## config.mk

```make
export PLATFORM = sky130hd
export DESIGN_NAME = dual_image_loader
export DESIGN_NICKNAME = d
export VERILOG_FILES = /design/src/rtl/cfgld_pkg.sv /design/src/rtl/cfgld_timer.sv /design/src/rtl/cfgld_addr_gen.sv /design/src/rtl/cfgld_seq.sv /design/src/rtl/dual_image_loader.sv
export SDC_FILE = /design/constraint.sdc
export NUM_CORES = 1
export LEC_CHECK = 0
export BUFFER_PORTS_ARGS = -buffer_cell sky130_fd_sc_hd__buf_2
export CAP_MARGIN = 10
export CORE_MARGIN = 2
export CORE_UTILIZATION = 49
export DETAILED_ROUTE_END_ITERATION = 6
export PLACE_DENSITY = 0.75
export SYNTH_ARGS = -nofsm -noshare
export SYNTH_HDL_FRONTEND = slang
export SYNTH_SLANG_ARGS = --single-unit
export TNS_END_PERCENT = 20
```

## constraint.sdc

```tcl
create_clock -name clk -period 1.9 [get_ports clk]
set_input_delay 0.285 -clock clk [delete_from_list [all_inputs] [get_ports clk]]
set_output_delay 0.285 -clock clk [all_outputs]
set_load 0.05 [all_outputs]
```

## src/rtl/cfgld_pkg.sv

```systemverilog
// Shared types for the dual-image configuration loader.
// Assumes nothing beyond a SystemVerilog 2017 compiler.
package cfgld_pkg;

    // Sequencer states; the byte loop is ADDR -> LATCH -> STROBE.
    typedef enum logic [3:0] {
        ST_IDLE,
        ST_PULSE,
        ST_WAIT,
        ST_ADDR,
        ST_LATCH,
        ST_STROBE,
        ST_TAIL,
        ST_OK,
        ST_ERR
    } ld_state_t;

    // Image selector; its encoding is visible on the image_sel port.
    typedef enum logic {
        IMG_USER    = 1'b0,
        IMG_FACTORY = 1'b1
    } img_t;

endpackage

```

## src/rtl/cfgld_timer.sv

```systemverilog
// Run-length timer: counts clocks while run is high, clears when run
// drops. hit is high in the LIMIT-th consecutive clock of run.
// Assumes LIMIT >= 2. The counter saturates at LIMIT-1.
module cfgld_timer #(
    parameter int unsigned LIMIT = 16
) (
    input  logic clk,
    input  logic rst_n,
    input  logic run,
    output logic hit
);
    localparam int unsigned CW = (LIMIT < 2) ? 1 : $clog2(LIMIT);
    localparam logic [CW-1:0] LAST = CW'(LIMIT - 1);

    logic [CW-1:0] cnt;

    // Count consecutive clocks of run, saturating at the last value.
    always_ff @(posedge clk) begin
        if (!rst_n || !run) begin
            cnt <= '0;
        end else if (cnt != LAST) begin
            cnt <= cnt + 1'b1;
        end
    end

    assign hit = run && (cnt == LAST);
endmodule

```

## src/rtl/cfgld_addr_gen.sv

```systemverilog
// Flash address generator: a byte offset within the selected region,
// added to that region's fixed base. last flags the region's final byte.
// Assumes REGION_BYTES >= 2 and that both regions fit in ADDR_W bits.
module cfgld_addr_gen
    import cfgld_pkg::*;
#(
    parameter int unsigned ADDR_W       = 20,
    parameter int unsigned USER_BASE    = 32'h0008_0000,
    parameter int unsigned FACT_BASE    = 32'h000C_0000,
    parameter int unsigned REGION_BYTES = 32'h0004_0000
) (
    input  logic              clk,
    input  logic              rst_n,
    input  logic              clear,
    input  logic              advance,
    input  img_t              img,
    output logic [ADDR_W-1:0] addr,
    output logic              last
);
    localparam int unsigned OFS_W = $clog2(REGION_BYTES);
    localparam logic [OFS_W-1:0] LAST_OFS = OFS_W'(REGION_BYTES - 1);
    localparam logic [ADDR_W-1:0] UBASE = ADDR_W'(USER_BASE);
    localparam logic [ADDR_W-1:0] FBASE = ADDR_W'(FACT_BASE);

    logic [OFS_W-1:0]  offset;
    logic [ADDR_W-1:0] base;

    // Byte offset: cleared at the start of each attempt, stepped per byte.
    always_ff @(posedge clk) begin
        if (!rst_n || clear) begin
            offset <= '0;
        end else if (advance) begin
            offset <= offset + 1'b1;
        end
    end

    // Region base chosen by the image being loaded.
    always_comb begin
        base = (img == IMG_FACTORY) ? FBASE : UBASE;
    end

    assign addr = base + ADDR_W'(offset);
    assign last = (offset == LAST_OFS);
endmodule

```

## src/rtl/cfgld_seq.sv

```systemverilog
// Load sequencer. It picks the image, pulses start, waits for status,
// runs the three-clock byte loop and judges success or failure. After a
// user failure it retries once with the factory image.
// Assumes timer hits and the last-byte flag come from sibling modules.
module cfgld_seq
    import cfgld_pkg::*;
(
    input  logic      clk,
    input  logic      rst_n,
    input  logic      strap,
    input  logic      cfg_status,
    input  logic      cfg_done,
    input  logic      pulse_hit,
    input  logic      wait_hit,
    input  logic      tail_hit,
    input  logic      last_byte,
    output ld_state_t state,
    output img_t      img,
    output logic      addr_clear,
    output logic      addr_adv,
    output logic      latch_en
);
    ld_state_t nxt;
    img_t      img_nxt;
    logic      fail;

    // State and image registers.
    always_ff @(posedge clk) begin
        if (!rst_n) begin
            state <= ST_IDLE;
            img   <= IMG_USER;
        end else begin
            state <= nxt;
            img   <= img_nxt;
        end
    end

    // Next-state logic; a failure is resolved in one place below.
    always_comb begin
        nxt        = state;
        img_nxt    = img;
        addr_clear = 1'b0;
        addr_adv   = 1'b0;
        latch_en   = 1'b0;
        fail       = 1'b0;
        unique case (state)
            ST_IDLE: begin
                img_nxt    = strap ? IMG_FACTORY : IMG_USER;
                addr_clear = 1'b1;
                nxt        = ST_PULSE;
            end
            ST_PULSE: begin
                addr_clear = 1'b1;
                if (pulse_hit) nxt = ST_WAIT;
            end
            ST_WAIT: begin
                if (cfg_status)    nxt  = ST_ADDR;
                else if (wait_hit) fail = 1'b1;
            end
            ST_ADDR, ST_LATCH, ST_STROBE: begin
                if (cfg_done) begin
                    nxt = ST_OK;
                end else if (!cfg_status) begin
                    fail = 1'b1;
                end else if (state == ST_ADDR) begin
                    nxt = ST_LATCH;
                end else if (state == ST_LATCH) begin
                    latch_en = 1'b1;
                    nxt      = ST_STROBE;
                end else if (last_byte) begin
                    nxt = ST_TAIL;
                end else begin
                    addr_adv = 1'b1;
                    nxt      = ST_ADDR;
                end
            end
            ST_TAIL: begin
                if (cfg_done)         nxt  = ST_OK;
                else if (!cfg_status) fail = 1'b1;
                else if (tail_hit)    fail = 1'b1;
            end
            ST_OK:   nxt = ST_OK;
            ST_ERR:  nxt = ST_ERR;
            default: nxt = ST_IDLE;
        endcase
        if (fail) begin
            if (img == IMG_USER) begin
                img_nxt = IMG_FACTORY;
                nxt     = ST_PULSE;
            end else begin
                nxt = ST_ERR;
            end
        end
    end
endmodule

```

## src/rtl/dual_image_loader.sv

```systemverilog
// Top level of the dual-image configuration loader. It ties the
// sequencer to the address generator, the three phase timers and the
// data register, and decodes the port outputs from the state.
// Assumes flash_data is valid one clock after flash_addr changes.
module dual_image_loader
    import cfgld_pkg::*;
#(
    parameter int unsigned ADDR_W           = 20,
    parameter int unsigned DATA_W           = 8,
    parameter int unsigned USER_BASE        = 32'h0008_0000,
    parameter int unsigned FACT_BASE        = 32'h000C_0000,
    parameter int unsigned REGION_BYTES     = 32'h0004_0000,
    parameter int unsigned PULSE_CLKS       = 2,
    parameter int unsigned STATUS_WAIT_CLKS = 4096,
    parameter int unsigned TAIL_CLKS        = 16
) (
    input  logic              clk,
    input  logic              rst_n,
    input  logic              factory_strap,
    output logic [ADDR_W-1:0] flash_addr,
    input  logic [DATA_W-1:0] flash_data,
    output logic              cfg_start_n,
    output logic [DATA_W-1:0] cfg_data,
    output logic              cfg_strobe,
    input  logic              cfg_status,
    input  logic              cfg_done,
    output logic              load_done,
    output logic              image_sel,
    output logic              load_error
);
    ld_state_t         state;
    img_t              img;
    logic              addr_clear, addr_adv, latch_en, last_byte;
    logic              pulse_hit, wait_hit, tail_hit;
    logic [DATA_W-1:0] data_q;

    cfgld_seq u_seq (
        .clk        (clk),
        .rst_n      (rst_n),
        .strap      (factory_strap),
        .cfg_status (cfg_status),
        .cfg_done   (cfg_done),
        .pulse_hit  (pulse_hit),
        .wait_hit   (wait_hit),
        .tail_hit   (tail_hit),
        .last_byte  (last_byte),
        .state      (state),
        .img        (img),
        .addr_clear (addr_clear),
        .addr_adv   (addr_adv),
        .latch_en   (latch_en)
    );

    cfgld_addr_gen #(
        .ADDR_W       (ADDR_W),
        .USER_BASE    (USER_BASE),
        .FACT_BASE    (FACT_BASE),
        .REGION_BYTES (REGION_BYTES)
    ) u_addr (
        .clk     (clk),
        .rst_n   (rst_n),
        .clear   (addr_clear),
        .advance (addr_adv),
        .img     (img),
        .addr    (flash_addr),
        .last    (last_byte)
    );

    cfgld_timer #(.LIMIT(PULSE_CLKS)) u_pulse_tmr (
        .clk (clk), .rst_n (rst_n), .run (state == ST_PULSE), .hit (pulse_hit)
    );

    cfgld_timer #(.LIMIT(STATUS_WAIT_CLKS)) u_wait_tmr (
        .clk (clk), .rst_n (rst_n), .run (state == ST_WAIT), .hit (wait_hit)
    );

    cfgld_timer #(.LIMIT(TAIL_CLKS)) u_tail_tmr (
        .clk (clk), .rst_n (rst_n), .run (state == ST_TAIL), .hit (tail_hit)
    );

    // Data register: captures the flash byte in the latch phase.
    always_ff @(posedge clk) begin
        if (!rst_n) begin
            data_q <= '0;
        end else if (latch_en) begin
            data_q <= flash_data;
        end
    end

    // Port decode from the sequencer state.
    always_comb begin
        cfg_start_n = (state != ST_PULSE);
        cfg_strobe  = (state == ST_STROBE);
        cfg_data    = data_q;
        load_done   = (state == ST_OK);
        load_error  = (state == ST_ERR);
        image_sel   = (img == IMG_FACTORY);
    end
endmodule

```

; Word-level counts from Yosys, hierarchy flattened
; Index checks and enable logic that the tools add are counted.
[totals]
n_memories = 0
output_inout_bits = 33
register_bits = 48
mem_bits_ro = 0
input_bits = 13
latchBits = 0
word_cells = 82
mem_bits_rw = 0
[classes]
shifts = 0
div = 0
eq_ne = 18
mul = 0
magnitude_cmp = 0
addsub = 5
n_mux = 37
bitwise_logic = 0
n_reduce_logical = 15
[ops]
columns = cell, n
row1 = 2-to-1 mux 4 bit, 9
row2 = one-hot mux 4 bit (7 select lines), 1
row3 = 2-to-1 mux 1 bit, 24
row4 = adder 20 x 18 -> 20 bit, 1
row5 = 2-to-1 mux 19 bit, 1
row6 = adder 18 x 1 -> 18 bit (second input constant), 1
row7 = equality test 18 bit (second input constant), 1
row8 = equality test 4 x 3 -> 1 bit (second input constant), 4
row9 = adder 12 x 1 -> 12 bit (second input constant), 1
row10 = equality test 12 bit (second input constant), 1
row11 = inequality test 12 bit (second input constant), 1
row12 = inequality test 3 bit (second input constant), 3
row13 = equality test 4 x 2 -> 1 bit (second input constant), 2
row14 = equality test 4 bit (second input constant), 2
row15 = adder 4 x 1 -> 4 bit (second input constant), 1
row16 = equality test 4 x 1 -> 1 bit (second input constant), 1
row17 = zero test 1 bit, 4
row18 = zero test 4 bit, 1
row19 = logical OR 1 bit, 4
row20 = inequality test 4 x 1 -> 1 bit (second input constant), 1
row21 = inequality test 4 x 3 -> 1 bit (second input constant), 1
row22 = inequality test 4 bit (second input constant), 1
row23 = AND reduction 4 bit, 1
row24 = logical AND 1 bit, 3
row25 = 5 further kinds, 5

; Depth between registers and ports, before layout
; Gate-level depths: netlist of the first run.
[depth]
ltp_word = 8
ltp_mapped = 7
ltp_nobuf = 6

; Cells and area by module
; Synthesis of the first run repeated with hierarchy kept, for this count alone.
[hier_totals]
hier_cells = 275
area_unflattened_um2 = 2442.3
[modules_own_cells]
columns = mod, cells_each, n_inst, seq_area_each_um2, area_per_inst_um2
row1 = cfgld_addr_gen, 98, 1, 360.3, 847.1
row2 = cfgld_timer (u_wait_tmr), 65, 1, 240.2, 575.6
row3 = cfgld_seq, 53, 1, 100.1, 425.4
row4 = dual_image_loader, 36, 1, 160.2, 364.1
row5 = cfgld_timer (u_tail_tmr), 20, 1, 80.1, 197.7
row6 = cfgld_timer (u_pulse_tmr), 3, 1, 20.0, 32.5

; Least setup slack after synthesis of the first run
; OpenSTA, ideal clock, no wires.
[synth_path]
path_kind = register to register
start = reg u_addr.offset[2]
end = reg u_addr.offset[10]
arrival_ns = 2.137
synth_period_minus_slack_ns = 2.198
setup_time_ns = 0.061
required_time_ns = 1.839
stages_incl_launch_ff = 7
n_path_buf = 1
path_slack_ns = -0.298
cell_sequence = dfxtp_1 > and4_1 > buf_6 > nand2_4 > or4_4 > or4_1 > nand2_1
[synth_between]
elab_chain_cells = 7
elab_cells_between_ends = 8
classes_between = add/sub: 1 / eq/ne: 1 / mux: 6
[synth_lines]
columns = element, line_no
row1 = "start, declared", cfgld_addr_gen.sv:25  ; logic [OFS_W-1:0] offset;
row2 = "start signal, assigned", cfgld_addr_gen.sv:33  ; offset <= offset + 1'b1;
row3 = equality test 18 bit, cfgld_addr_gen.sv:43  ; assign last = (offset == LAST_OFS);
row4 = 2-to-1 mux 1 bit, cfgld_seq.sv:70  ; end else if (last_byte) begin
row5 = 2-to-1 mux 1 bit, cfgld_seq.sv:67  ; end else if (state == ST_LATCH) begin
row6 = 2-to-1 mux 1 bit, cfgld_seq.sv:65  ; end else if (state == ST_ADDR) begin
row7 = 2-to-1 mux 1 bit, cfgld_seq.sv:63  ; end else if (!cfg_status) begin
row8 = 2-to-1 mux 1 bit, cfgld_seq.sv:61  ; if (cfg_done) begin
row9 = 2-to-1 mux 1 bit, cfgld_seq.sv:46  ; unique case (state)
; Several ways; a longest one is shown, not always the timed one.
; A chain may end at the register's enable or synchronous reset.

; Final worst setup path of the first run
[layout_path]
start = reg u_seq.state[0]
end = out cfg_strobe
[layout_between]
elab_chain_cells = 1
[layout_lines]
columns = element, line_no
row1 = "start, declared", cfgld_seq.sv:17  ; output ld_state_t state,
row2 = "start signal, assigned", cfgld_seq.sv:33  ; state <= nxt;
row3 = equality test 4 x 3 -> 1 bit, dual_image_loader.sv:93  ; cfg_strobe = (state == ST_STROBE);
row4 = "end, declared", dual_image_loader.sv:24  ; output logic cfg_strobe,
; No other way between the ends.

==> results of run 1 <==
## kinds of logic after synthesis
kind of cell               Yosys count
AOI/OAI and AO/OA                   48
xor gates and xnor gates            21
adders and majority gates            3
buffers and inverters               24
DFF                                 48
muxes                                6
other                                1
and+or+nand+nor                    135
## state kept, by name, indices dropped and copies added, names as in the netlist
register	cells
cfg_data	8
u_addr.offset	18
u_pulse_tmr.cnt	1
u_seq.img	1
u_seq.state	4
u_tail_tmr.cnt	4
u_wait_tmr.cnt	12
## worst register-to-register path: stages, from the launching register on
cell and delay, ns:
dfxtp_1 0.35, and4bb_2 0.37, nand4_1 0.22, a2111oi_1 0.53, xnor2_1 0.19, nor2_1 0.06
## power by group through the flow
| stage | registers, W | clock network [W] | logic (W) |
|---|---|---|---|
| floorplan | 0.00110 | 0 | 0.000327 |
| global route | 0.00107 | 0.000682 | 0.000536 |
| global placement | 0.00109 | 0 | 0.000482 |
| CTS | 0.00107 | 0.000642 | 0.000483 |
| finish | 0.00107 | 0.000629 | 0.000486 |
| detailed placement | 0.00109 | 0 | 0.000481 |
## cell type report
cell class	count	share of cell area (%)
clock buffers	5	2.38
inverters	8	1.04
clock inverters	3	0.822
well taps	54	2.34
repair buffers	65	13.1
flip-flops and latches	48	33.7
multi-input cells	214	46.7
## metrics by stage
stage / power (W) / hold WS [ns] / std cells / setup WS (ns) / TNS [ns]
floorplan: 0.00143 / 0.433 / 286 / -0.159 / -0.174
global placement: 0.00157 / 0.440 / 389 / 0.111 / 0
detailed placement: 0.00157 / 0.444 / 389 / 0.0781 / 0
CTS: 0.00219 / 0.207 / 397 / 0.0600 / 0
global route: 0.00229 / 0.206 / 397 / -0.0117 / -0.0202
finish: 0.00218 / 0.214 / 397 / 0.0757 / 0
## per-layer routing
metal / global-route usage, % / vias up / routed length [um]
met1: 28.7 / 1040 / 2590
li1: - / 1134 / -
met3: 5.76 / 4 / 268
met5: 0 / - / 0
met2: 32.2 / 57 / 2450
met4: 5.86 / 0 / 48
## path summary, 6_finish.rpt
kind,from,to,slack (ns),cells after the start
worst max-delay path,u_seq.state[0],cfg_strobe,0.08,4
worst min-delay path,flash_data[0],cfg_data[0],0.21,3
worst max register to register,u_seq.state[1],u_addr.offset[11],0.09,5
worst min register to register,cfg_data[0],cfg_data[0],0.46,2
## layout by cell type (no fill, tap or decap), types with 7 or more instances in the layout
cell type,synthesis,layout
buf_4,2,21
xnor2_1,14,14
xor2_1,7,7
nand2_1,26,25
nor2_1,38,37
dfxtp_1,48,38
a21oi_1,20,20
dfxtp_2,0,10
inv_1,8,8
buf_2,2,44
nand3_1,19,19
nand4_1,12,12
==> impl_metrics.py, run 1 <==
metrics = {
    "run_status": {
        "outcome": "finished clean",
    },
    "setup_path": {
        "critical-path-top-delay-family": "buffers and inverters",
        "slowest_stage": "dfxtp_1",
        "cp-start-kind": "flop",
        "crit_type": "reg -> out",
        "arrival_ns": 1.54,
        "cp_max_fo": 5,
        "cp.required_ns": 1.62,
        "end_kind": "output pin",
        "cpPeakStageDelay_ns": 0.41,
        "path_buf_inv": 2,
        "path_cells": "and2b_1 -> buf_4 -> and3b_1 -> buf_2",
    },
    "floorplan": {
        "core_um2": 4690,
        "dieArea_um2": 5430,
        "row_count": 25,
        "die_h_um": 73.7,
        "start_util_pct": 50.7,
        "die_w_um": 73.7,
        "ioPinCount": 46,
    },
    "final_layout": {
        "multi_input_area_um2": 1350,
        "diodes": 0,
        "regArea_um2": 973,
        "fill_cells": 410,
        "final_area_um2": 2890,
        "post-route-util_pct": 61.6,
        "fin_nets": 358,
        "drive_above_1_share_pct": 29.4,
        "area.growth.synth_to_final_pct": 21.6,
    },
    "min_path": {
        "hold_path.class": "in -> reg",
    },
    "cts": {
        "cts_root_buf": "clkbuf_8",
        "clk_path_buf_depth": 2,
        "cts_buffers": 5,
        "post_cts_buffers": 0,
        "holdBufCountCts": 0,
        "cts.sinks": 48,
        "worstSkewPairLatency_ns": 0.31,
        "cts_resized": 0,
        "cts-htree-levels": 2,
        "path_clk_slew_ns": 0.10,
        "cts_tree": "done",
    },
    "power": {
        "p_switching_w": 0.000704,
        "p_comb_share_pct": 22.3,
        "p_leak_nw": 1.16,
        "clkPwrFrac_pct": 28.8,
        "intPower_w": 0.00148,
        "pwr-share-seq_pct": 48.9,
        "ir_drop_mv": 0.428,
        "switching_share_pct": 32.3,
        "power_density_nw_per_um2": 754,
    },
    "synthesis": {
        "yosys.area_share.simple_pct": 29.6,
        "ys_ff_latch": 48,
        "synth_edf_count": 0,
        "syn_nets": 302,
        "synthXorXnorAreaFrac_pct": 7.74,
        "synthTopCellsByArea": "dfxtp_1 (40%), nor2_1 (6.0%), xnor2_1 (5.2%), a21oi_1 (4.2%), nand2_1 (4.1%)",
        "syn-cell-area_um2": 2380,
        "synth_compound_area_share_pct": 13.4,
        "synthCells": 286,
        "yosys_warnings": 0,
        "synthFlopType": "dfxtp_1",
        "synth_top_area_share_pct": 40.4,
        "synthMuxAreaShare_pct": 2.53,
        "synthTopCellsByCount": "dfxtp_1 (48), nor2_1 (38), nand2_1 (26)",
        "synth_top_family_by_area": "simple AND/OR/NAND/NOR gates",
        "postSynthAreaPerCell_um2": 8.31,
        "synth_fa_ha_area_share_pct": 1.58,
        "netlist.top_cell.by_area": "dfxtp_1",
        "ys_types": 55,
        "async_flop_share_pct": 0,
        "yosys.cell_count.top_type": "dfxtp_1",
        "yosysSeqAreaShare_pct": 40.4,
    },
    "detailed_routing": {
        "ant_nets": 0,
        "num_vias": 2235,
        "vias_per_cell": 5.63,
        "drt_iter0_drc": 106,
        "drtPass1Iterations": 4,
        "drc_errors": 0,
        "routed_wl_um": 5350,
        "wl_per_cell_um": 13.5,
    },
    "timing": {
        "min_period_ns": 1.82,
        "finalCritPeriodShare_pct": 96.0,
        "fmax_mhz": 548,
        "worst-slew-pin-transition_ns": 0.567,
        "slew_viol_final": 0,
        "setup_viol": 0,
        "finalHoldViolCount": 0,
        "grt_setup_unrepaired": "yes",
        "fin_skew_ns": 0.0119,
        "slew_headroom_pct": 62.0,
    },
    "placed_design": {
        "hpwlAfterDp_um": 4010,
        "place_congestion": 0.848,
        "place_area_um2": 2770,
        "portBuffers": 44,
    },
    "job": {
        "cap_violations": 0,
    },
    "global_routing": {
        "grt_overflow": 0,
        "grt_pass1_vias": 1974,
        "grt_first_pass_wirelength_um": 8910,
        "grt_max_degree": 17,
        "antenna_found_initial": 0,
        "grtUsageTotal_pct": 20.9,
    },
}
Note: power is estimated with default switching activity, not from simulation.
==> inputs of run 2 (changes only) <==
--- a/config.mk
+++ b/config.mk
@@ -10,6 +10,7 @@
 export CORE_MARGIN = 2
 export CORE_UTILIZATION = 49
 export DETAILED_ROUTE_END_ITERATION = 6
+export GPL_TIMING_DRIVEN = 0
 export PLACE_DENSITY = 0.75
 export SYNTH_ARGS = -nofsm -noshare
 export SYNTH_HDL_FRONTEND = slang
==> impl_metrics.py, run 2 (same netlist as run 1, synthesis figures left out) <==
metrics = {
    "final_layout": {
        "layout_common_cells": "buf_2 (42), dfxtp_1 (37), nor2_1 (36)",
        "fin_nets": 352,
        "largest_register_ffs": 18,
        "area.growth.synth_to_final_pct": 19.3,
        "finish.cell_count_without_fillers": 390,
        "mostFrequentLayoutCell": "buf_2",
        "fill_cells": 433,
        "diodes": 0,
        "drive_above_1_share_pct": 28.0,
        "top_register": "u_addr.offset",
    },
    "power": {
        "ir_drop_mv": 0.447,
        "power_density_nw_per_um2": 746,
        "p_leak_nw": 1.10,
    },
    "detailed_routing": {
        "routed_wl_um": 5310,
        "ant_nets": 0,
        "num_vias": 2178,
        "vias_per_cell": 5.58,
        "drc_errors": 0,
        "drtPass1Iterations": 4,
        "wl_per_cell_um": 13.6,
        "drt_iter0_drc": 119,
    },
    "cts": {
        "holdBufCountCts": 0,
        "cts_tree": "done",
        "cts-htree-levels": 2,
        "path_clk_slew_ns": 0.09,
        "cts.sinks": 48,
        "clk_path_buf_depth": 2,
        "cts_root_buf": "clkbuf_8",
        "cts_buffers": 5,
        "worstSkewPairLatency_ns": 0.31,
    },
    "timing": {
        "fmax_mhz": 530,
        "slew_viol_final": 0,
        "grt_setup_unrepaired": "yes",
        "worst-slew-pin-transition_ns": 0.631,
        "slew_headroom_pct": 57.7,
        "holdWs_ns": 0.213,
        "finalHoldViolCount": 0,
        "setup_viol": 0,
        "finalCritPeriodShare_pct": 99.3,
        "fin_skew_ns": 0.0108,
        "fin_setup_tns_ns": 0,
        "min_period_ns": 1.89,
    },
    "floorplan": {
        "start_util_pct": 50.7,
        "row_count": 25,
        "core_um2": 4690,
        "ioPinCount": 46,
        "die_w_um": 73.7,
        "dieArea_um2": 5430,
        "die_h_um": 73.7,
    },
    "run_status": {
        "outcome": "finished clean",
    },
    "setup_path": {
        "crit_type": "reg -> reg",
        "path_buf_inv": 1,
        "end_kind": "flop",
        "cp.required_ns": 2.17,
        "cp-start-kind": "flop",
        "arrival_ns": 2.15,
        "cp_max_fo": 10,
        "path_cells": "clkbuf_4 -> and2b_2 -> nand2_2 -> or4_4 -> or4_1 -> nand2_1",
        "critical-path-top-delay-family": "simple AND/OR/NAND/NOR gates",
        "slowest_stage": "or4_4",
        "cpPeakStageDelay_ns": 0.45,
    },
    "min_path": {
        "hold_path.class": "in -> reg",
    },
    "placed_design": {
        "hpwlAfterDp_um": 3700,
        "portBuffers": 42,
        "place_congestion": 0.888,
        "dp_cells": 382,
    },
    "global_routing": {
        "grt_overflow": 0,
        "grt_pass1_vias": 1965,
        "grtUsageTotal_pct": 20.9,
        "antenna_found_initial": 0,
        "grt_first_pass_wirelength_um": 8810,
        "grt_max_degree": 15,
    },
    "job": {
        "cap_violations": 0,
    },
}
run 2: changes by cell type in the layout (fill, tap and decap cells not counted), sizes merged:
cell | before | now
buf | 65 | 46
clkbuf | 5 | 18
clkinvlp | 2 | 1
run 2: through the flow:
stage | worst slack [ns] | instance area (um^2) | util, % | total power (W)
4_1_cts | -0.115 | 2780 | 59.2 | 0.00213
2_1_floorplan | -0.159 | 2390 | - | 0.00143
5_1_grt | -0.0620 | 2840 | 60.4 | 0.00222
3_3_place_gp | -0.141 | 2670 | 57.0 | 0.00152
3_5_place_dp | -0.0994 | 2670 | 57.0 | 0.00152
6_report | 0.0137 | 2840 | 60.4 | 0.00212
run 2: area by class of cell:
type                    count  area (um^2)  area share (%)
plain buffers              16         86.3            3.05
repair buffers             43          223            7.86
inverters                   8         30.0            1.06
multi-input cells         214         1370            48.3
flip-flops and latches     48          977            34.5
well taps                  54         67.6            2.38
clock buffers               5         68.8            2.43
clock inverters             2         12.5           0.441
run 2: path summary, 6_finish.rpt:
kind                  start                end  slack, ns  depth (start not counted)
max          u_seq.state[3]  u_addr.offset[10]       0.01                          6
min           flash_data[0]        cfg_data[0]       0.21                          3
max reg2reg  u_seq.state[3]  u_addr.offset[10]       0.01                          6
min reg2reg     cfg_data[4]        cfg_data[4]       0.46                          2
run 2: what timing repair did:
action,CTS,global route
hold endpoints to repair,0,0
setup endpoints to repair,17,34
pin swaps,0,2
buffers inserted,0,1
cloned,0,0
gates resized for setup,9,18
run 2: report_power, final:
part	switching (W)	total [W]	leakage [nW]	internal [W]
registers	0.0000263	0.00106	0.393	0.00103
clock network	0.000349	0.000599	0.0400	0.000250
logic	0.000310	0.000458	0.663	0.000149
total	0.000685	0.00212	1.10	0.00143
run 2: per-layer routing:
layer,GRT usage [%],vias to the layer above,routed length (um)
met2,31.6,55,2500
li1,-,1121,-
met5,0,-,0
met1,28.5,995,2460
met4,6.46,0,95
met3,6.31,7,249
run 2: worst register-to-register path, cell delays in order, from the launching register on:
cell and delay, ns:
dfxtp_1 0.31, clkbuf_4 0.18, and2b_2 0.31, nand2_2 0.11, or4_4 0.45, or4_1 0.41
nand2_1 0.08
==> inputs of run 3 (changes only) <==
--- a/config.mk
+++ b/config.mk
@@ -5,13 +5,14 @@
 export SDC_FILE = /design/constraint.sdc
 export NUM_CORES = 1
 export LEC_CHECK = 0
+export ABC_AREA = 1
 export BUFFER_PORTS_ARGS = -buffer_cell sky130_fd_sc_hd__buf_2
 export CAP_MARGIN = 10
 export CORE_MARGIN = 2
-export CORE_UTILIZATION = 49
+export CORE_UTILIZATION = 50
 export DETAILED_ROUTE_END_ITERATION = 6
 export GPL_TIMING_DRIVEN = 0
-export PLACE_DENSITY = 0.75
+export PLACE_DENSITY = 0.76
 export SYNTH_ARGS = -nofsm -noshare
 export SYNTH_HDL_FRONTEND = slang
 export SYNTH_SLANG_ARGS = --single-unit
==> impl_metrics.py, run 3 <==
metrics = {
    "synthesis": {
        "ys_ff_latch": 48,
        "syn_nets": 378,
        "async_flop_share_pct": 0,
        "synthTopCellsByCount": "nand2_1 (85), dfxtp_1 (48), inv_1 (43)",
        "yosys.area_share.simple_pct": 30.0,
        "synth_top_family_by_area": "simple AND/OR/NAND/NOR gates",
        "synth_top_area_share_pct": 37.9,
        "synth_fa_ha_area_share_pct": 1.48,
        "ys_types": 33,
        "postSynthAreaPerCell_um2": 7.00,
        "synthMuxAreaShare_pct": 0,
        "synthTopCellsByArea": "dfxtp_1 (38%), nand2_1 (13%), inv_1 (6.4%), a21oi_1 (6.3%), nor2_1 (4.9%)",
        "yosys_warnings": 0,
        "synthFlopType": "dfxtp_1",
        "yosys.cell_count.top_type": "nand2_1",
        "syn-cell-area_um2": 2530,
        "synth_compound_area_share_pct": 12.7,
        "synthXorXnorAreaFrac_pct": 7.61,
        "synthCells": 362,
        "synth_edf_count": 0,
        "netlist.top_cell.by_area": "dfxtp_1",
        "yosysSeqAreaShare_pct": 37.9,
    },
    "setup_path": {
        "cp_max_fo": 10,
        "reg2reg_setup_slack_ns": 0.13,
        "rr_worst_depth": 11,
        "end_kind": "flop",
        "r2r_end": "u_addr.offset[2]",
        "arrival_ns": 1.97,
        "cp-start-kind": "flop",
        "crit_type": "reg -> reg",
        "rr_startpoint": "u_addr.offset[0]",
        "crit_start": "u_addr.offset[0]",
        "cp.required_ns": 2.10,
        "crit_path_end": "u_addr.offset[2]",
    },
    "cts": {
        "holdBufCountCts": 0,
        "clk_path_buf_depth": 2,
        "cts_root_buf": "clkbuf_8",
        "post_cts_buffers": 0,
        "cts_buffers": 5,
        "path_clk_slew_ns": 0.09,
        "worstSkewPairLatency_ns": 0.31,
        "cts-htree-levels": 2,
        "cts_tree": "done",
        "cts.sinks": 48,
    },
    "floorplan": {
        "start_util_pct": 52.6,
        "die_w_um": 75.2,
        "dieArea_um2": 5650,
        "core_um2": 4820,
        "row_count": 25,
        "ioPinCount": 46,
        "die_h_um": 75.2,
    },
    "global_routing": {
        "grt_pass1_vias": 2404,
        "grt_first_pass_wirelength_um": 10200,
        "grt_max_degree": 14,
        "grt_overflow": 0,
        "grtUsageTotal_pct": 23.1,
        "antenna_found_initial": 0,
    },
    "power": {
        "p_leak_nw": 1.27,
        "pwr-share-seq_pct": 46.1,
        "switching_share_pct": 35.9,
        "intPower_w": 0.00151,
        "ir_drop_mv": 0.431,
        "power_w": 0.00236,
        "clkPwrFrac_pct": 24.9,
        "power_density_nw_per_um2": 804,
        "p_switching_w": 0.000847,
        "p_comb_share_pct": 29.1,
    },
    "placed_design": {
        "dpl_worst_slack_ns": -0.0720,
        "dp_cells": 473,
        "place_congestion": 0.910,
        "hpwlAfterDp_um": 4210,
        "portBuffers": 44,
    },
    "final_layout": {
        "finish.cell_count_without_fillers": 480,
        "largest_register_ffs": 18,
        "top_register": "u_addr.offset",
        "post-route-util_pct": 61.0,
        "layout_common_cells": "nand2_1 (85), dfxtp_1 (46), buf_2 (45)",
        "area.growth.synth_to_final_pct": 16.0,
        "fin_nets": 429,
        "diodes": 0,
        "drive_above_1_share_pct": 20.3,
        "mostFrequentLayoutCell": "nand2_1",
    },
    "detailed_routing": {
        "vias_per_cell": 5.12,
        "drt_iter0_drc": 196,
        "num_vias": 2459,
        "wl_per_cell_um": 11.8,
        "drc_errors": 0,
        "routed_wl_um": 5680,
        "ant_nets": 0,
        "drtPass1Iterations": 4,
    },
    "timing": {
        "finalCritPeriodShare_pct": 93.1,
        "grt_setup_unrepaired": "yes",
        "fmax_mhz": 565,
        "min_period_ns": 1.77,
        "holdWs_ns": 0.262,
        "slew_viol_final": 0,
        "finalHoldViolCount": 0,
        "setup_slack_ns": 0.130,
        "setup_viol": 0,
        "fin_skew_ns": 0.00941,
    },
    "min_path": {
        "hold_start": "flash_data[4]",
        "hold_path.class": "in -> reg",
    },
    "job": {
        "cap_violations": 0,
    },
    "run_status": {
        "outcome": "finished clean",
    },
}
## run 3: power by group through the flow
stage                     logic (W)  clock network [W]  registers [W]
after floorplan            0.000500                  0        0.00114
after global placement     0.000659                  0        0.00111
after detailed placement   0.000670                  0        0.00111
after CTS                  0.000677           0.000605        0.00109
after global routing       0.000760           0.000635        0.00109
final                      0.000686           0.000587        0.00109
## run 3: area by class of cell
type                            count  area, um^2
Fill cell                         482        1880
Multi-Input combinational cell    257        1330
Sequential cell                    48         966
Timing Repair Buffer               44         220
Inverter                           47         179
Tap cell                           67        83.8
Buffer                             10        77.6
Clock buffer                        6        72.6
Clock inverter                      1        5.00
## run 3: through the flow
step                      area, um^2  setup TNS [ns]
after floorplan                 2530          -0.132
after global placement          2840          -0.198
after detailed placement        2840          -0.566
after CTS                       2920               0
after global routing            2940         -0.0362
final                           2940               0
## run 3: kinds of logic after synthesis
family,after synthesis
xor gates and xnor gates,22
adders and majority gates,3
DFF,48
buffers and inverters,57
other,1
AOI/OAI and AO/OA,61
and+or+nand+nor,170
## run 3: worst min path at each step
stage,to,depth (start not counted),slack [ns]
final,cfg_data[4],3,0.26
after global routing,u_seq.img,3,0.28
after CTS,cfg_data[4],3,0.26
after detailed placement,cfg_data[6],2,0.43
after global placement,cfg_data[6],2,0.43
after floorplan,u_tail_tmr.cnt[1],2,0.46
## run 3: what timing repair did
item,4_1_cts,5_1_grt
hold endpoints to repair,0,0
gates resized for setup,2,7
endpoints found under the setup margin,18,29
pin swaps,0,0
## run 3: per-layer routing
metal	track usage [%]	vias up	part of all wire (%)
met5	0	-	0
met4	8.58	0	1.7
met3	3.61	6	4.5
met2	40.3	56	49
met1	28.8	1142	45
li1	-	1255	-
## run 3: worst max-delay path, cell delays in order (launching register included)
cell     delay [ns]
dfxtp_4        0.39
ha_2           0.21
inv_2          0.06
nor2_4         0.14
nand2_1        0.14
nor2_2         0.16
a21oi_2        0.10
nand2_4        0.10
buf_6          0.14
nor2_2         0.03
o21ai_0        0.13
nor2_1         0.05
